[src/rtl/dbg_pkg.sv]
package dbg_pkg;

    localparam int WORD_W = 16;
    localparam int BIT_W  = $clog2(WORD_W);

    typedef enum logic [3:0] {
        OP_NOP   = 4'd0,
        OP_RDREG = 4'd1,
        OP_WRREG = 4'd2,
        OP_RDSYS = 4'd3,
        OP_WRSYS = 4'd4,
        OP_READ  = 4'd5,
        OP_WRITE = 4'd6,
        OP_DUMP  = 4'd7,
        OP_FILL  = 4'd8,
        OP_PRST  = 4'd9
    } op_e;

    typedef enum logic [1:0] {
        SZ_BYTE = 2'd0,
        SZ_WORD = 2'd1,
        SZ_LONG = 2'd2,
        SZ_LNG2 = 2'd3
    } size_e;

    typedef enum logic [1:0] {
        S_IDLE,
        S_EXT,
        S_EXEC,
        S_MEM
    } state_e;

    function automatic logic is_long(input logic [1:0] sz);
        return sz[1];
    endfunction

    // number of extension words a command needs
    function automatic logic [2:0] ext_words(input logic [3:0] op, input logic [1:0] sz);
        case (op)
            OP_WRREG, OP_WRSYS, OP_READ: return 3'd2;
            OP_WRITE: return is_long(sz) ? 3'd4 : 3'd3;
            OP_FILL:  return is_long(sz) ? 3'd2 : 3'd1;
            default:  return 3'd0;
        endcase
    endfunction

endpackage

[src/rtl/dbg_serial.sv]
module dbg_serial
    import dbg_pkg::*;
(
    input  logic              clk,
    input  logic              rst_n,
    input  logic              sclk_en,
    input  logic              sdi,
    input  logic [WORD_W-1:0] tx_word,
    output logic              sdo,
    output logic              tx_pop,
    output logic              word_valid,
    output logic [WORD_W-1:0] word_data
);

    localparam logic [BIT_W-1:0] LAST_BIT = BIT_W'(WORD_W - 1);

    logic [BIT_W-1:0]  bit_cnt;
    logic [WORD_W-1:0] rx_sh;
    logic [WORD_W-1:0] tx_sh;

    always_ff @(posedge clk) begin
        if (!rst_n) begin
            bit_cnt    <= '0;
            rx_sh      <= '0;
            tx_sh      <= '0;
            word_valid <= 1'b0;
            word_data  <= '0;
        end else begin
            word_valid <= 1'b0;
            if (sclk_en) begin
                rx_sh   <= {rx_sh[WORD_W-2:0], sdi};
                bit_cnt <= bit_cnt + 1'b1;
                if (bit_cnt == '0)
                    tx_sh <= {tx_word[WORD_W-2:0], 1'b0};
                else
                    tx_sh <= {tx_sh[WORD_W-2:0], 1'b0};
                if (bit_cnt == LAST_BIT) begin
                    word_valid <= 1'b1;
                    word_data  <= {rx_sh[WORD_W-2:0], sdi};
                end
            end
        end
    end

    // the outgoing word is chosen at the first bit of each frame
    assign tx_pop = sclk_en && (bit_cnt == '0);
    assign sdo    = (bit_cnt == '0) ? tx_word[WORD_W-1] : tx_sh[WORD_W-1];


    word_after_strobe_chk: assert property (@(posedge clk) disable iff (!rst_n)
        word_valid |-> $past(sclk_en));

endmodule

[src/rtl/dbg_rst_timer.sv]
module dbg_rst_timer #(
    parameter int CYCLES = 512
) (
    input  logic clk,
    input  logic rst_n,
    input  logic go,
    output logic pulse
);

    localparam int CW = $clog2(CYCLES + 1);

    logic [CW-1:0] cnt;

    always_ff @(posedge clk) begin
        if (!rst_n)
            cnt <= '0;
        else if (go)
            cnt <= CW'(CYCLES);
        else if (cnt != '0)
            cnt <= cnt - 1'b1;
    end

    assign pulse = (cnt != '0);


    pulse_start_chk: assert property (@(posedge clk) disable iff (!rst_n)
        go |=> pulse);


    pulse_end_chk: assert property (@(posedge clk) disable iff (!rst_n)
        (pulse && !go && cnt == CW'(1)) |=> !pulse);

endmodule

[src/rtl/dbg_ctrl.sv]
module dbg_ctrl
    import dbg_pkg::*;
#(
    parameter int AW  = 32,
    parameter int FCW = 3
) (
    input  logic              clk,
    input  logic              rst_n,
    input  logic              word_valid,
    input  logic [WORD_W-1:0] word_data,
    input  logic              tx_pop,
    output logic [WORD_W-1:0] tx_word,
    output logic              mem_req,
    output logic              mem_we,
    output logic [AW-1:0]     mem_addr,
    output logic [FCW-1:0]    mem_fc,
    output logic [1:0]        mem_size,
    output logic [31:0]       mem_wdata,
    input  logic [31:0]       mem_rdata,
    input  logic              mem_ready,
    output logic [3:0]        reg_sel,
    output logic              reg_we,
    output logic [31:0]       reg_wdata,
    input  logic [31:0]       reg_rdata,
    output logic              rst_go
);

    localparam int EXT_W = 4 * WORD_W;

    state_e st, st_nx;

    logic [3:0]       op_q;
    logic [1:0]       sz_q;
    logic [3:0]       sel_q;
    logic [2:0]       ext_need;
    logic [2:0]       ext_cnt;
    logic [EXT_W-1:0] ext_q;
    logic [AW-1:0]    blk_addr;
    logic [AW-1:0]    addr_q;
    logic [31:0]      wdata_q;
    logic             we_q;
    logic [FCW-1:0]   rd_fc;
    logic [FCW-1:0]   wr_fc;
    logic             rd_ctx;
    logic             wr_ctx;
    logic [31:0]      res_q;
    logic [1:0]       res_n;

    logic [AW-1:0]    step;
    logic [AW-1:0]    next_blk;
    logic [31:0]      op_data;
    logic             go_mem;

    always_comb begin
        unique case (sz_q)
            SZ_BYTE: step = AW'(1);
            SZ_WORD: step = AW'(2);
            default: step = AW'(4);
        endcase
        next_blk = blk_addr + step;
        op_data  = is_long(sz_q) ? ext_q[31:0] : {16'h0000, ext_q[15:0]};
        go_mem   = (op_q == OP_READ) || (op_q == OP_WRITE) ||
                   (op_q == OP_DUMP && rd_ctx) || (op_q == OP_FILL && wr_ctx);
    end

    // state register
    always_ff @(posedge clk) begin
        if (!rst_n) st <= S_IDLE;
        else        st <= st_nx;
    end

    // next state and command outputs
    always_comb begin
        st_nx = st;
        unique case (st)
            S_IDLE: if (word_valid)
                        st_nx = (ext_words(word_data[15:12], word_data[7:6]) != 3'd0) ? S_EXT : S_EXEC;
            S_EXT:  if (word_valid && ext_cnt == ext_need - 3'd1)
                        st_nx = S_EXEC;
            S_EXEC: st_nx = go_mem ? S_MEM : S_IDLE;
            S_MEM:  if (mem_ready)
                        st_nx = S_IDLE;
        endcase
        mem_req   = (st == S_MEM);
        mem_we    = we_q;
        mem_addr  = addr_q;
        mem_fc    = we_q ? wr_fc : rd_fc;
        mem_size  = sz_q;
        mem_wdata = wdata_q;
        reg_sel   = sel_q;
        reg_we    = (st == S_EXEC) && (op_q == OP_WRREG);
        reg_wdata = ext_q[31:0];
        rst_go    = (st == S_EXEC) && (op_q == OP_PRST);
        unique case (res_n)
            2'd2:    tx_word = res_q[31:16];
            2'd1:    tx_word = res_q[15:0];
            default: tx_word = '0;
        endcase
    end

    // command datapath and result holder
    always_ff @(posedge clk) begin
        if (!rst_n) begin
            op_q     <= '0;
            sz_q     <= '0;
            sel_q    <= '0;
            ext_need <= '0;
            ext_cnt  <= '0;
            ext_q    <= '0;
            blk_addr <= '0;
            addr_q   <= '0;
            wdata_q  <= '0;
            we_q     <= 1'b0;
            rd_fc    <= '0;
            wr_fc    <= '0;
            rd_ctx   <= 1'b0;
            wr_ctx   <= 1'b0;
            res_q    <= '0;
            res_n    <= '0;
        end else begin
            if (tx_pop && res_n != 2'd0)
                res_n <= res_n - 2'd1;
            unique case (st)
                S_IDLE: if (word_valid) begin
                    op_q     <= word_data[15:12];
                    sz_q     <= word_data[7:6];
                    sel_q    <= word_data[3:0];
                    ext_need <= ext_words(word_data[15:12], word_data[7:6]);
                    ext_cnt  <= '0;
                end
                S_EXT: if (word_valid) begin
                    ext_q   <= {ext_q[EXT_W-WORD_W-1:0], word_data};
                    ext_cnt <= ext_cnt + 3'd1;
                end
                S_EXEC: begin
                    case (op_q)
                        OP_RDREG: begin
                            res_q <= reg_rdata;
                            res_n <= 2'd2;
                        end
                        OP_RDSYS: begin
                            if (sel_q == 4'd0)      res_q <= 32'(rd_fc);
                            else if (sel_q == 4'd1) res_q <= 32'(wr_fc);
                            else                    res_q <= '0;
                            res_n <= 2'd2;
                        end
                        OP_WRSYS: begin
                            if (sel_q == 4'd0) rd_fc <= ext_q[FCW-1:0];
                            if (sel_q == 4'd1) wr_fc <= ext_q[FCW-1:0];
                        end
                        OP_READ: begin
                            addr_q   <= ext_q[AW-1:0];
                            blk_addr <= ext_q[AW-1:0];
                            we_q     <= 1'b0;
                            rd_ctx   <= 1'b1;
                            wr_ctx   <= 1'b0;
                        end
                        OP_WRITE: begin
                            if (is_long(sz_q)) begin
                                addr_q   <= ext_q[32+AW-1:32];
                                blk_addr <= ext_q[32+AW-1:32];
                            end else begin
                                addr_q   <= ext_q[16+AW-1:16];
                                blk_addr <= ext_q[16+AW-1:16];
                            end
                            wdata_q <= op_data;
                            we_q    <= 1'b1;
                            rd_ctx  <= 1'b0;
                            wr_ctx  <= 1'b1;
                        end
                        OP_DUMP: begin
                            if (rd_ctx) begin
                                addr_q   <= next_blk;
                                blk_addr <= next_blk;
                                we_q     <= 1'b0;
                            end else begin
                                res_q <= 32'h0000_FFFF;
                                res_n <= 2'd1;
                            end
                        end
                        OP_FILL: begin
                            if (wr_ctx) begin
                                addr_q   <= next_blk;
                                blk_addr <= next_blk;
                                wdata_q  <= op_data;
                                we_q     <= 1'b1;
                            end else begin
                                res_q <= 32'h0000_FFFF;
                                res_n <= 2'd1;
                            end
                        end
                        default: ;
                    endcase
                end
                S_MEM: if (mem_ready && !we_q) begin
                    unique case (sz_q)
                        SZ_BYTE: begin res_q <= {24'h0, mem_rdata[7:0]};  res_n <= 2'd1; end
                        SZ_WORD: begin res_q <= {16'h0, mem_rdata[15:0]}; res_n <= 2'd1; end
                        default: begin res_q <= mem_rdata;                res_n <= 2'd2; end
                    endcase
                end
            endcase
        end
    end


    mem_hold_chk: assert property (@(posedge clk) disable iff (!rst_n)
        (mem_req && !mem_ready) |=> (mem_req && $stable(mem_addr) && $stable(mem_we)));


    mem_drop_chk: assert property (@(posedge clk) disable iff (!rst_n)
        (mem_req && mem_ready) |=> !mem_req);


    dump_err_chk: assert property (@(posedge clk) disable iff (!rst_n)
        (st == S_EXEC && op_q == OP_DUMP && !rd_ctx) |=> (tx_word == 16'hFFFF && !mem_req));


    rdreg_word_chk: assert property (@(posedge clk) disable iff (!rst_n)
        (st == S_EXEC && op_q == OP_RDREG) |=> (tx_word == $past(reg_rdata[31:16])));

endmodule

[src/rtl/dbg_cmd_engine.sv]
module dbg_cmd_engine #(
    parameter int AW         = 32,
    parameter int FCW        = 3,
    parameter int RST_CYCLES = 512
) (
    input  logic           clk,
    input  logic           rst_n,
    input  logic           sclk_en,
    input  logic           sdi,
    output logic           sdo,
    output logic           mem_req,
    output logic           mem_we,
    output logic [AW-1:0]  mem_addr,
    output logic [FCW-1:0] mem_fc,
    output logic [1:0]     mem_size,
    output logic [31:0]    mem_wdata,
    input  logic [31:0]    mem_rdata,
    input  logic           mem_ready,
    output logic [3:0]     reg_sel,
    output logic           reg_we,
    output logic [31:0]    reg_wdata,
    input  logic [31:0]    reg_rdata,
    output logic           periph_rst
);

    import dbg_pkg::*;

    logic              word_valid;
    logic [WORD_W-1:0] word_data;
    logic [WORD_W-1:0] tx_word;
    logic              tx_pop;
    logic              rst_go;

    dbg_serial u_serial (
        .clk        (clk),
        .rst_n      (rst_n),
        .sclk_en    (sclk_en),
        .sdi        (sdi),
        .tx_word    (tx_word),
        .sdo        (sdo),
        .tx_pop     (tx_pop),
        .word_valid (word_valid),
        .word_data  (word_data)
    );

    dbg_ctrl #(.AW(AW), .FCW(FCW)) u_ctrl (
        .clk        (clk),
        .rst_n      (rst_n),
        .word_valid (word_valid),
        .word_data  (word_data),
        .tx_pop     (tx_pop),
        .tx_word    (tx_word),
        .mem_req    (mem_req),
        .mem_we     (mem_we),
        .mem_addr   (mem_addr),
        .mem_fc     (mem_fc),
        .mem_size   (mem_size),
        .mem_wdata  (mem_wdata),
        .mem_rdata  (mem_rdata),
        .mem_ready  (mem_ready),
        .reg_sel    (reg_sel),
        .reg_we     (reg_we),
        .reg_wdata  (reg_wdata),
        .reg_rdata  (reg_rdata),
        .rst_go     (rst_go)
    );

    dbg_rst_timer #(.CYCLES(RST_CYCLES)) u_rst_timer (
        .clk   (clk),
        .rst_n (rst_n),
        .go    (rst_go),
        .pulse (periph_rst)
    );

endmodule

[config.mk]
export PLATFORM = sky130hd
export DESIGN_NAME = dbg_cmd_engine
export DESIGN_NICKNAME = d
export VERILOG_FILES = /design/src/rtl/dbg_pkg.sv /design/src/rtl/dbg_serial.sv /design/src/rtl/dbg_rst_timer.sv /design/src/rtl/dbg_ctrl.sv /design/src/rtl/dbg_cmd_engine.sv
export SDC_FILE = /design/constraint.sdc
export NUM_CORES = 1
export LEC_CHECK = 0
export CAP_MARGIN = 10
export CORE_UTILIZATION = 59
export CTS_CLUSTER_SIZE = 25
export DETAILED_ROUTE_END_ITERATION = 7
export PLACE_DENSITY = 0.86
export REMOVE_ABC_BUFFERS = 1
export SLEW_MARGIN = 10
export SYNTH_ARGS = -nofsm -noshare
export SYNTH_HDL_FRONTEND = slang
export SYNTH_HIERARCHICAL = 1
export SYNTH_SLANG_ARGS = --single-unit
[constraint.sdc]
create_clock -name clk -period 6.96 [get_ports clk]
set_input_delay 1.392 -clock clk [delete_from_list [all_inputs] [get_ports clk]]
set_output_delay 1.392 -clock clk [all_outputs]
set_load 0.02 [all_outputs]
# ---- Yosys cells after proc, flatten, opt, wreduce, memory -nomap -nowiden
# Index checks and enable logic that the tools add are counted.
dict set report totals {
  ff_bits 251
  in_bits 69
  word_cells 153
  output_inout_bits 110
}
dict set report op_classes {
  add_sub_neg 6
  mux 49
  n_eq_ne 33
  bitwise_logic 1
  reduce_logical 41
}
# cell n
set op_table {}
lappend op_table {{$mux W32} 9}
lappend op_table {{$pmux W32 S4} 2}
lappend op_table {{$pmux W32 S2} 3}
lappend op_table {{$add A32 B3 Y32} 1}
lappend op_table {{$pmux W16 S2} 1}
lappend op_table {{$eq A4 B3 Y1 const B} 7}
lappend op_table {{$mux W2} 11}
lappend op_table {{$mux W3} 7}
lappend op_table {{$mux W10} 2}
lappend op_table {{$eq A4 B4 Y1 const B} 4}
lappend op_table {{$mux W16} 1}
lappend op_table {{$reduce_and A3 Y1} 5}
lappend op_table {{$eq A4 B2 Y1 const B} 3}
lappend op_table {{$pmux W3 S2} 2}
lappend op_table {{$reduce_bool A2 Y1} 6}
lappend op_table {{$ne A2 B1 Y1 const B} 5}
lappend op_table {{$reduce_and A2 Y1} 5}
lappend op_table {{$reduce_bool A10 Y1} 1}
lappend op_table {{$sub A10 B1 Y10 const B} 1}
lappend op_table {{$pmux W3 S3} 1}
lappend op_table {{$eq A4 B1 Y1 const B} 2}
lappend op_table {{$logic_and A1 B1 Y1} 8}
lappend op_table {{$logic_not A4 Y1} 2}
lappend op_table {{$pmux W2 S4} 1}
lappend op_table {{25 further kinds} 40}

# ---- Logic depth before layout (Yosys ltp)
# Gate-level depths: netlist (run 1).
dict set report depth {
  depth_word 9
  mapped_depth 12
  depth_no_buf 9
}

# ---- Modules after synthesis
# Netlist (run 1), hierarchy kept.
# mod n_inst area_per_inst_um2 cells_per_inst seq_area_each_um2
set modules_own_cells {}
lappend modules_own_cells {dbg_ctrl 1 9719.3 1245 3783.6}
lappend modules_own_cells {dbg_serial 1 2062.0 228 1021.0}
lappend modules_own_cells {dbg_rst_timer 1 536.8 58 200.2}

# ---- Worst setup path before layout (run 1)
# No wires, ideal clock.
dict set report synth_path {
  path_type {reg-to-reg}
  startpoint {register u_ctrl.sz_q[1], in the netlist u_ctrl/mem_size[1]}
  endpoint {register u_ctrl.addr_q[27], in the netlist u_ctrl/mem_addr[27]}
  path_buffers 4
  path_stages_with_launch 13
  required_ns 6.827
  t_arrival_ns 3.000
  slack_ns 3.827
  cell_sequence {dfxtp_1 > buf_2 > buf_1 > clkbuf_1 > nand2b_1 > inv_1 > ha_1 > a211oi_1 > nor3_2 > and3_1 > clkbuf_1 > a41oi_1 > o221ai_1}
}
dict set report synth_between {
  elab_chain_len 5
  word_cells_on_any_way 8
  classes_between {1 x add/sub; 1 x eq/ne; 5 x mux; 1 x reduce/logical}
}
# item line
set synth_rtl {}
lappend synth_rtl {{start: declaration} dbg_ctrl.sv:33} ;# logic [1:0] sz_q;
lappend synth_rtl {{start signal: assignment} dbg_ctrl.sv:126} ;# sz_q <= word_data[7:6];
lappend synth_rtl {{$eq A2 B1 Y1 or $logic_not A2 Y1 (tied branches)} dbg_ctrl.sv:55} ;# unique case (sz_q)
lappend synth_rtl {{$pmux W3 S2} dbg_ctrl.sv:55}
lappend synth_rtl {{$add A32 B3 Y32} dbg_ctrl.sv:60} ;# next_blk = blk_addr + step;
lappend synth_rtl {{$mux W32, on equally long branches} {dbg_ctrl.sv:182, dbg_ctrl.sv:172}}
lappend synth_rtl {{$pmux W32 S4 (*)} dbg_ctrl.sv:136} ;# case (op_q)
lappend synth_rtl {{end signal: assignment} dbg_ctrl.sv:152} ;# addr_q <= ext_q[AW-1:0];
lappend synth_rtl {{end signal: assignment} dbg_ctrl.sv:160} ;# addr_q <= ext_q[32+AW-1:32];
lappend synth_rtl {{end signal: assignment} dbg_ctrl.sv:183} ;# addr_q <= next_blk;
lappend synth_rtl {{end: declaration} dbg_ctrl.sv:39} ;# logic [AW-1:0] addr_q;
# Mark *: on every way between the ends. The rest lies on a longest branch, timed or not. The select of a mux whose other input is x is not followed.
# A chain may end at the register's enable or synchronous reset.

# ---- Worst setup path after layout (run 1)
dict set report layout_path {
  startpoint {register u_ctrl.st[1]}
  endpoint {output mem_req}
}
dict set report layout_between {
  elab_chain_len 1
}
# item line
set layout_rtl {}
lappend layout_rtl {{start: declaration} dbg_ctrl.sv:30} ;# state_e st, st_nx;
lappend layout_rtl {{start signal: assignment} dbg_ctrl.sv:69} ;# else st <= st_nx;
lappend layout_rtl {{$eq A2 B2 Y1} dbg_ctrl.sv:84} ;# mem_req = (st == S_MEM);
lappend layout_rtl {{end: declaration} dbg_cmd_engine.sv:11} ;# output logic mem_req,
# Every way passes these cells.

==> results of run 1 <==
## logic make-up (layout without fill, tap and decap cells)
| logic type | after synthesis | in the layout | share of synthesized area [%] |
|---|---|---|---|
| buf+inv | 170 | 259 | 6.897 |
| compound gates | 412 | 412 | 21.67 |
| flops | 250 | 250 | 40.63 |
| xor+xnor | 15 | 15 | 1.067 |
| fa+ha+maj | 13 | 13 | 1.381 |
| simple gates | 609 | 609 | 23.13 |
| mux | 62 | 62 | 5.231 |
## metal layers
| metal | GRT usage, % | part of all wire (%) |
|---|---|---|
| met5 | 0 | 0 |
| met4 | 9.635 | 2.6 |
| met3 | 4.219 | 7.9 |
| met2 | 52.45 | 48 |
| met1 | 39.90 | 41 |
## synthesized netlist by cell type (5+ instances only)
master,count,share of area (%)
sky130_fd_sc_hd__nand2_1,321,9.8
sky130_fd_sc_hd__dfxtp_1,250,41
sky130_fd_sc_hd__a21oi_1,159,6.5
sky130_fd_sc_hd__nor2_1,83,2.5
sky130_fd_sc_hd__clkbuf_1,81,2.5
sky130_fd_sc_hd__o21ai_0,48,2.0
sky130_fd_sc_hd__mux2i_1,43,3.5
sky130_fd_sc_hd__a22oi_1,41,2.5
sky130_fd_sc_hd__nand3_1,41,1.7
sky130_fd_sc_hd__nor2b_1,39,2.0
sky130_fd_sc_hd__buf_4,37,2.3
sky130_fd_sc_hd__a211oi_1,33,2.0
sky130_fd_sc_hd__a31oi_1,23,1.2
sky130_fd_sc_hd__nand4_1,20,1.0
sky130_fd_sc_hd__buf_2,19,0.77
sky130_fd_sc_hd__mux2_2,19,1.7
sky130_fd_sc_hd__o2bb2ai_1,18,1.3
sky130_fd_sc_hd__inv_1,17,0.52
sky130_fd_sc_hd__nor3_1,16,0.65
sky130_fd_sc_hd__nand2b_1,15,0.76
sky130_fd_sc_hd__xnor2_1,13,0.92
sky130_fd_sc_hd__ha_1,12,1.2
sky130_fd_sc_hd__and2_1,11,0.56
sky130_fd_sc_hd__a21boi_1,10,0.61
sky130_fd_sc_hd__and3_1,10,0.51
sky130_fd_sc_hd__o22ai_1,9,0.46
sky130_fd_sc_hd__a21boi_0,8,0.49
sky130_fd_sc_hd__buf_1,8,0.24
sky130_fd_sc_hd__nor4_1,8,0.41
sky130_fd_sc_hd__a21o_1,6,0.37
sky130_fd_sc_hd__a32o_1,6,0.49
sky130_fd_sc_hd__o21a_1,6,0.37
sky130_fd_sc_hd__buf_6,5,0.46
sky130_fd_sc_hd__o221ai_1,5,0.36
sky130_fd_sc_hd__or2_2,5,0.25
## through the flow
step	setup WS, ns	total power [W]	hold WS, ns	area, µm²	instances
floorplan	3.421	0.001811	0.4322	11540	1380
global placement	3.573	0.001923	0.4387	13820	1845
detailed placement	3.474	0.001938	0.4439	13820	1845
CTS	2.915	0.003405	0.4528	14730	1890
global route	2.779	0.003519	0.4623	14730	1890
finish	2.906	0.003402	0.4467	14730	1890
## cells in the final DEF (no fill, tap or decap), types with 8 or more instances in the layout
cell                              Yosys  routed
sky130_fd_sc_hd__nand2_1            321     320
sky130_fd_sc_hd__dfxtp_1            250     249
sky130_fd_sc_hd__clkdlybuf4s50_1      0     176
sky130_fd_sc_hd__a21oi_1            159     158
sky130_fd_sc_hd__nor2_1              83      81
sky130_fd_sc_hd__o21ai_0             48      48
sky130_fd_sc_hd__mux2i_1             43      43
sky130_fd_sc_hd__a22oi_1             41      41
sky130_fd_sc_hd__nand3_1             41      41
sky130_fd_sc_hd__nor2b_1             39      39
sky130_fd_sc_hd__a211oi_1            33      32
sky130_fd_sc_hd__clkbuf_16            0      25
sky130_fd_sc_hd__a31oi_1             23      23
sky130_fd_sc_hd__nand4_1             20      20
sky130_fd_sc_hd__mux2_2              19      19
sky130_fd_sc_hd__o2bb2ai_1           18      18
sky130_fd_sc_hd__buf_4               37      17
sky130_fd_sc_hd__inv_1               17      17
sky130_fd_sc_hd__nor3_1              16      16
sky130_fd_sc_hd__nand2b_1            15      15
sky130_fd_sc_hd__xnor2_1             13      13
sky130_fd_sc_hd__ha_1                12      12
sky130_fd_sc_hd__and2_1              11      11
sky130_fd_sc_hd__and3_1              10      10
sky130_fd_sc_hd__a21boi_1            10      10
sky130_fd_sc_hd__o22ai_1              9       9
sky130_fd_sc_hd__nor4_1               8       8
sky130_fd_sc_hd__a21boi_0             8       8
## sequential cells by signal, indices dropped and copies added (netlist names), 4 cells and up
| name | flops |
|---|---|
| u_ctrl/ext_q | 64 |
| u_ctrl/mem_addr | 32 |
| u_ctrl/mem_wdata | 32 |
| u_ctrl/res_q | 32 |
| u_serial/word_data | 16 |
| u_serial/rx_sh | 15 |
| u_serial/tx_sh | 15 |
| u_rst_timer/cnt | 10 |
| u_ctrl/op_q | 4 |
| u_ctrl/reg_sel | 4 |
| u_serial/bit_cnt | 4 |
## critical path, stage by stage (launching register included)
cell and delay [ns]:
sky130_fd_sc_hd__dfxtp_1 0.65, sky130_fd_sc_hd__nand2_1 0.49, sky130_fd_sc_hd__inv_2 0.32, sky130_fd_sc_hd__clkdlybuf4s50_1 0.66
## where the power goes
part	switching, W	internal, W	total, W
logic	0.000214	0.000194	0.000408
registers	0.0000357	0.00147	0.00150
clock network	0.000580	0.000911	0.00149
total	0.000829	0.00257	0.00340
## worst paths after layout
kind,to,cells past startpoint,start
max,mem_req,3,u_ctrl/st[1]
min,u_ctrl/mem_wdata[31],2,u_ctrl/mem_wdata[31]
max reg2reg,u_ctrl/mem_addr[30],9,u_ctrl/mem_size[1]
min reg2reg,u_ctrl/mem_wdata[31],2,u_ctrl/mem_wdata[31]
## layout make-up
type,instances,area [µm²]
Timing Repair Buffer,195,1899
Inverter,19,73.82
Clock inverter,13,239.0
Fill cell,1531,5638
Clock buffer,32,671.9
Sequential cell,250,5006
Tap cell,270,337.8
Multi-Input combinational cell,1111,6499
==> load_flow_metrics.sql, run 1 <==
INSERT INTO impl_metrics (metric_group, metric, value, unit) VALUES
('die', 'floorplan.die.width', '146.5', 'µm'),
('power', 'p_per_cell_area', '231.0', 'nW/µm²'),
('die', 'initial_core_util', '60.49', '%'),
('worst_setup_path', 'timing.critical_path.arrival', '2.66', 'ns'),
('cells_and_area', 'fin_nets', '1684', ''),
('routing', 'detail_route.wl_per_cell', '18.03', 'µm'),
('clocking', 'clock_sink_count', '250', ''),
('routing', 'drt-total-wl', '34080', 'µm'),
('timing', 'fin_worst_skew', '0.008834', 'ns'),
('yosys', 'yosysWarnings', '6', ''),
('timing', 'report.final.slew_viol_count', '0', ''),
('routing', 'detailedRoute.firstIterationViolations', '1354', ''),
('cells_and_area', 'layout-drive-gt1-share', '6.543', '%'),
('timing', 'grt_setup_unrepaired', 'false', ''),
('timing', 'max_clock_freq', '0.2467', 'GHz'),
('global_route', 'number_of_antenna_violations_at_the_first_check_in_global_routing', '0', ''),
('cells_and_area', 'layout.core_utilization', '72.32', '%'),
('timing', 'max_slew_margin', '30.01', '%'),
('yosys', 'postSynth.topFlopCell', 'sky130_fd_sc_hd__dfxtp_1', ''),
('die', 'placementRows', '52', ''),
('power', 'power.leakage', '4.761', 'nW'),
('yosys', 'synth.distinct_cells', '83', ''),
('cells_and_area', 'num_antenna_cells', '0', ''),
('min_path', 'min_path_type', 'flip-flop to flip-flop', ''),
('yosys', 'synth_edf_count', '0', ''),
('worst_setup_path', 'startpoint_type', 'flip-flop', ''),
('yosys', 'synth.ff_latch_count', '250', ''),
('yosys', 'synth.cell_area', '12320', 'µm²'),
('clocking', 'post_cts_hold_buffer_count', '0', ''),
('die', 'vertical_die_dimension', '146.5', 'µm'),
('clocking', 'worst_setup_hold_path_clk_slew', '0.06', 'ns'),
('yosys', 'postSynthCellCount', '1531', ''),
('placement', 'io_buffers', '178', ''),
('die', 'core_region_area', '20360', 'µm²'),
('yosys', 'synth-seq-area-share', '40.63', '%'),
('worst_setup_path', 'required', '5.57', 'ns'),
('power', 'peakVddDrop', '0.0002177', 'V'),
('timing', 'worst_slew_pin_slew', '1.050', 'ns'),
('global_route', 'number_of_global_route_vias_before_repair', '10630', ''),
('timing', 'final_min_period_over_clock_period', '58.25', '%'),
('routing', 'drtAntennaViolNets', '0', ''),
('timing', 'finalHoldViolCount', '0', ''),
('routing', 'firstDrtPassIters', '6', ''),
('yosys', 'synthesized_area_divided_by_synthesized_cell_count', '8.046', 'µm²'),
('timing', 'min_tclk_post_route', '4.054', 'ns'),
('clocking', 'clkLatencyLatePin', '0.54', 'ns'),
('die', 'design.die.area', '21460', 'µm²'),
('global_route', 'wire_length_of_the_first_global_routing_pass', '54190', 'µm'),
('placement', 'finalWeightedCongestion', '0.9389', ''),
('run_status', 'status', 'finished, final reports clean', ''),
('cells_and_area', 'area_growth', '19.55', '%'),
('yosys', 'synth_async_sr_flop_share', '0', '%'),
('worst_setup_path', 'worst-path-max-fanout', '19', ''),
('clocking', 'ctsLongestPathBuffers', '3', ''),
('global_route', 'grt.total_usage', '30.65', '%'),
('clocking', 'tritoncts', 'yes', ''),
('worst_setup_path', 'critPathCaptureType', 'output pin', ''),
('worst_setup_path', 'regToRegSetupSlack', '3.83', 'ns'),
('timing', 'tns', '0', 'ns'),
('global_route', 'globalRoute.totalOverflow', '0', ''),
('worst_setup_path', 'critical_path_class', 'flip-flop to output pin', ''),
('clocking', 'cts-buffers-inserted', '25', ''),
('routing', 'drcViolationCount', '0', ''),
('clocking', 'post_cts.resized_instances', '0', ''),
('global_route', 'grt_max_degree', '65', ''),
('die', 'io_pins', '179', ''),
('clocking', 'cts-root-buf', 'sky130_fd_sc_hd__clkbuf_16', ''),
('routing', 'routed-via-count', '11530', ''),
('timing', 'setup_violation_total_in_the_final_timing_report', '0', ''),
('clocking', 'htree_levels', '1', ''),
('flow_run', 'drv_cap', '0', ''),
('routing', 'route.detailed.vias_per_inst', '6.101', ''),
('clocking', 'post_cts.repair.setup_buffers', '0', ''),
('placement', 'hpwlAfterDp', '22150', 'µm');
Power figures use the tool's default switching activity.
==> run 2: changes to the inputs <==
- CORE_UTILIZATION: 59 -> 50
- PLACE_DENSITY: 0.86 -> 0.77
- clock period: 6.96 -> 3.45 ns (I/O delays scaled with it)
==> run 2 against run 1 <==
  * Critical path depth unchanged
  * Routed wire length up 1.6%
  * Design area up 1.2%
  * Largest cell class unchanged
  * Largest power group unchanged
==> load_flow_metrics.sql, run 2 (synthesis results as in run 1) <==
INSERT INTO impl_metrics (metric_group, metric, value, unit) VALUES
('run_status', 'status', 'finished, final reports clean', ''),
('global_route', 'number_of_global_route_vias_before_repair', '10690', ''),
('routing', 'drtAntennaViolNets', '0', ''),
('die', 'floorplan.die.width', '159.0', 'µm'),
('timing', 'final.setup.worst_slack', '0.1797', 'ns'),
('cells_and_area', 'layout_commonest_cell', 'sky130_fd_sc_hd__nand2_1', ''),
('clocking', 'ctsLongestPathBuffers', '3', ''),
('routing', 'route.detailed.vias_per_inst', '5.894', ''),
('cells_and_area', 'layout.cell_area.non_filler', '14910', 'µm²'),
('global_route', 'wire_length_of_the_first_global_routing_pass', '55030', 'µm'),
('worst_setup_path', 'startpoint_type', 'flip-flop', ''),
('power', 'power.leakage', '4.830', 'nW'),
('die', 'design.die.area', '25270', 'µm²'),
('worst_setup_path', 'critical_path_class', 'flip-flop to output pin', ''),
('clocking', 'clock_sink_count', '250', ''),
('die', 'initial_core_util', '50.80', '%'),
('global_route', 'number_of_antenna_violations_at_the_first_check_in_global_routing', '0', ''),
('die', 'placementRows', '57', ''),
('clocking', 'htree_levels', '1', ''),
('timing', 'worst_slew_pin_slew', '1.208', 'ns'),
('placement', 'pre_cts_ws', '0.7691', 'ns'),
('worst_setup_path', 'regToRegSetupSlack', '0.68', 'ns'),
('clocking', 'tritoncts', 'yes', ''),
('routing', 'drt-total-wl', '34610', 'µm'),
('power', 'total_power', '0.006894', 'W'),
('clocking', 'post_cts.resized_instances', '0', ''),
('clocking', 'clkLatencyLatePin', '0.53', 'ns'),
('die', 'vertical_die_dimension', '159.0', 'µm'),
('die', 'core_region_area', '24250', 'µm²'),
('worst_setup_path', 'worst-path-max-fanout', '17', ''),
('cells_and_area', 'largest_reg_flops', '64', ''),
('clocking', 'cts-root-buf', 'sky130_fd_sc_hd__clkbuf_16', ''),
('timing', 'final_min_period_over_clock_period', '94.79', '%'),
('cells_and_area', 'num_antenna_cells', '0', ''),
('timing', 'fin_worst_skew', '0.01238', 'ns'),
('global_route', 'grt.total_usage', '26.28', '%'),
('routing', 'drcViolationCount', '0', ''),
('routing', 'detail_route.wl_per_cell', '17.70', 'µm'),
('clocking', 'post_cts_hold_buffer_count', '0', ''),
('timing', 'setup_violation_total_in_the_final_timing_report', '0', ''),
('clocking', 'worst_setup_hold_path_clk_slew', '0.06', 'ns'),
('global_route', 'globalRoute.totalOverflow', '0', ''),
('clocking', 'cts-buffers-inserted', '26', ''),
('cells_and_area', 'fin_nets', '1695', ''),
('timing', 'grt_setup_unrepaired', 'false', ''),
('min_path', 'min_path_type', 'flip-flop to flip-flop', ''),
('cells_and_area', 'layout-drive-gt1-share', '7.235', '%'),
('die', 'io_pins', '179', ''),
('cells_and_area', 'max_flop_register', 'u_ctrl/ext_q', ''),
('placement', 'hpwlAfterDp', '23380', 'µm'),
('timing', 'max_slew_margin', '19.30', '%'),
('worst_setup_path', 'critPathCaptureType', 'output pin', ''),
('cells_and_area', 'area_growth', '21.05', '%'),
('placement', 'io_buffers', '178', ''),
('flow_run', 'drv_cap', '0', ''),
('routing', 'firstDrtPassIters', '7', ''),
('global_route', 'grt_max_degree', '70', ''),
('routing', 'detailedRoute.firstIterationViolations', '1176', ''),
('worst_setup_path', 'required', '2.76', 'ns'),
('timing', 'max_clock_freq', '0.3058', 'GHz'),
('power', 'peakVddDrop', '0.0003068', 'V'),
('worst_setup_path', 'timing.critical_path.arrival', '2.58', 'ns'),
('routing', 'routed-via-count', '11520', ''),
('placement', 'numPlacedInstances', '1909', ''),
('timing', 'report.final.slew_viol_count', '0', ''),
('timing', 'finalHoldViolCount', '0', ''),
('clocking', 'post_cts.repair.setup_buffers', '0', ''),
('cells_and_area', 'layoutNonFillerInstCount', '1955', ''),
('placement', 'detailed_place.area', '13980', 'µm²'),
('power', 'p_per_cell_area', '462.3', 'nW/µm²'),
('placement', 'finalWeightedCongestion', '0.9317', ''),
('timing', 'tns', '0', 'ns'),
('timing', 'min_tclk_post_route', '3.270', 'ns'),
('cells_and_area', 'mostFrequentLayoutCells', 'sky130_fd_sc_hd__nand2_1 (320), sky130_fd_sc_hd__dfxtp_1 (249), sky130_fd_sc_hd__clkdlybuf4s50_1 (176)', '');
-- run 2: cell count changes in the layout (fill, tap and decap cells not counted) --
cell                        previous run  this run
sky130_fd_sc_hd__clkbuf_8              2         8
sky130_fd_sc_hd__clkinv_8              0         1
sky130_fd_sc_hd__inv_16                1         0
sky130_fd_sc_hd__bufinv_16             6         4
sky130_fd_sc_hd__buf_4                17        26
sky130_fd_sc_hd__a21oi_2               1         0
sky130_fd_sc_hd__buf_12                0         1
sky130_fd_sc_hd__a21oi_4               0         1
sky130_fd_sc_hd__clkbuf_16            25        26
sky130_fd_sc_hd__clkinv_2              3         1
sky130_fd_sc_hd__clkinv_4              1         0
sky130_fd_sc_hd__clkbuf_1              5         4
-- run 2: worst paths after layout --
kind,start,to,depth (start not counted)
max,u_ctrl/st[0],reg_we,3
min,u_ctrl/mem_wdata[21],u_ctrl/mem_wdata[21],2
max reg2reg,u_ctrl/op_q[0],u_ctrl/mem_addr[27],5
min reg2reg,u_ctrl/mem_wdata[21],u_ctrl/mem_wdata[21],2
-- run 2: per-stage QoR --
step | utilization [%] | hold slack [ns]
floorplan | - | 0.4322
global placement | 57.65 | 0.4372
detailed placement | 57.65 | 0.4433
CTS | 61.49 | 0.4519
global route | 61.49 | 0.4723
finish | 61.49 | 0.4493
-- run 2: where the power goes --
group	switching, W	internal, W	leakage (nW)	total, W
sequential	0.0000746	0.00296	2.02	0.00304
clock	0.00117	0.00185	0.450	0.00302
combinational	0.000437	0.000396	2.36	0.000833
-- run 2: worst max-delay path: stages, from the launching register on --
cell and delay [ns]:
sky130_fd_sc_hd__dfxtp_1 0.48, sky130_fd_sc_hd__nand2b_1 0.36, sky130_fd_sc_hd__nor4b_1 0.50, sky130_fd_sc_hd__clkdlybuf4s50_1 0.71
-- run 2: metal layers --
metal | global-route usage, % | routed length [µm]
met5 | 0 | 0
met4 | 8.086 | 895
met3 | 3.022 | 2127
met2 | 43.60 | 16250
met1 | 35.84 | 15340
-- run 2: cell type report --
cell class / count / area [µm²]
clock buffers: 38 / 775.7
clock inverters: 8 / 156.4
flip-flops and latches: 250 / 5006
repair buffers: 205 / 1987
fillers: 2070 / 9338
multi-input cells: 1111 / 6506
inverters: 19 / 73.82
well taps: 324 / 405.4
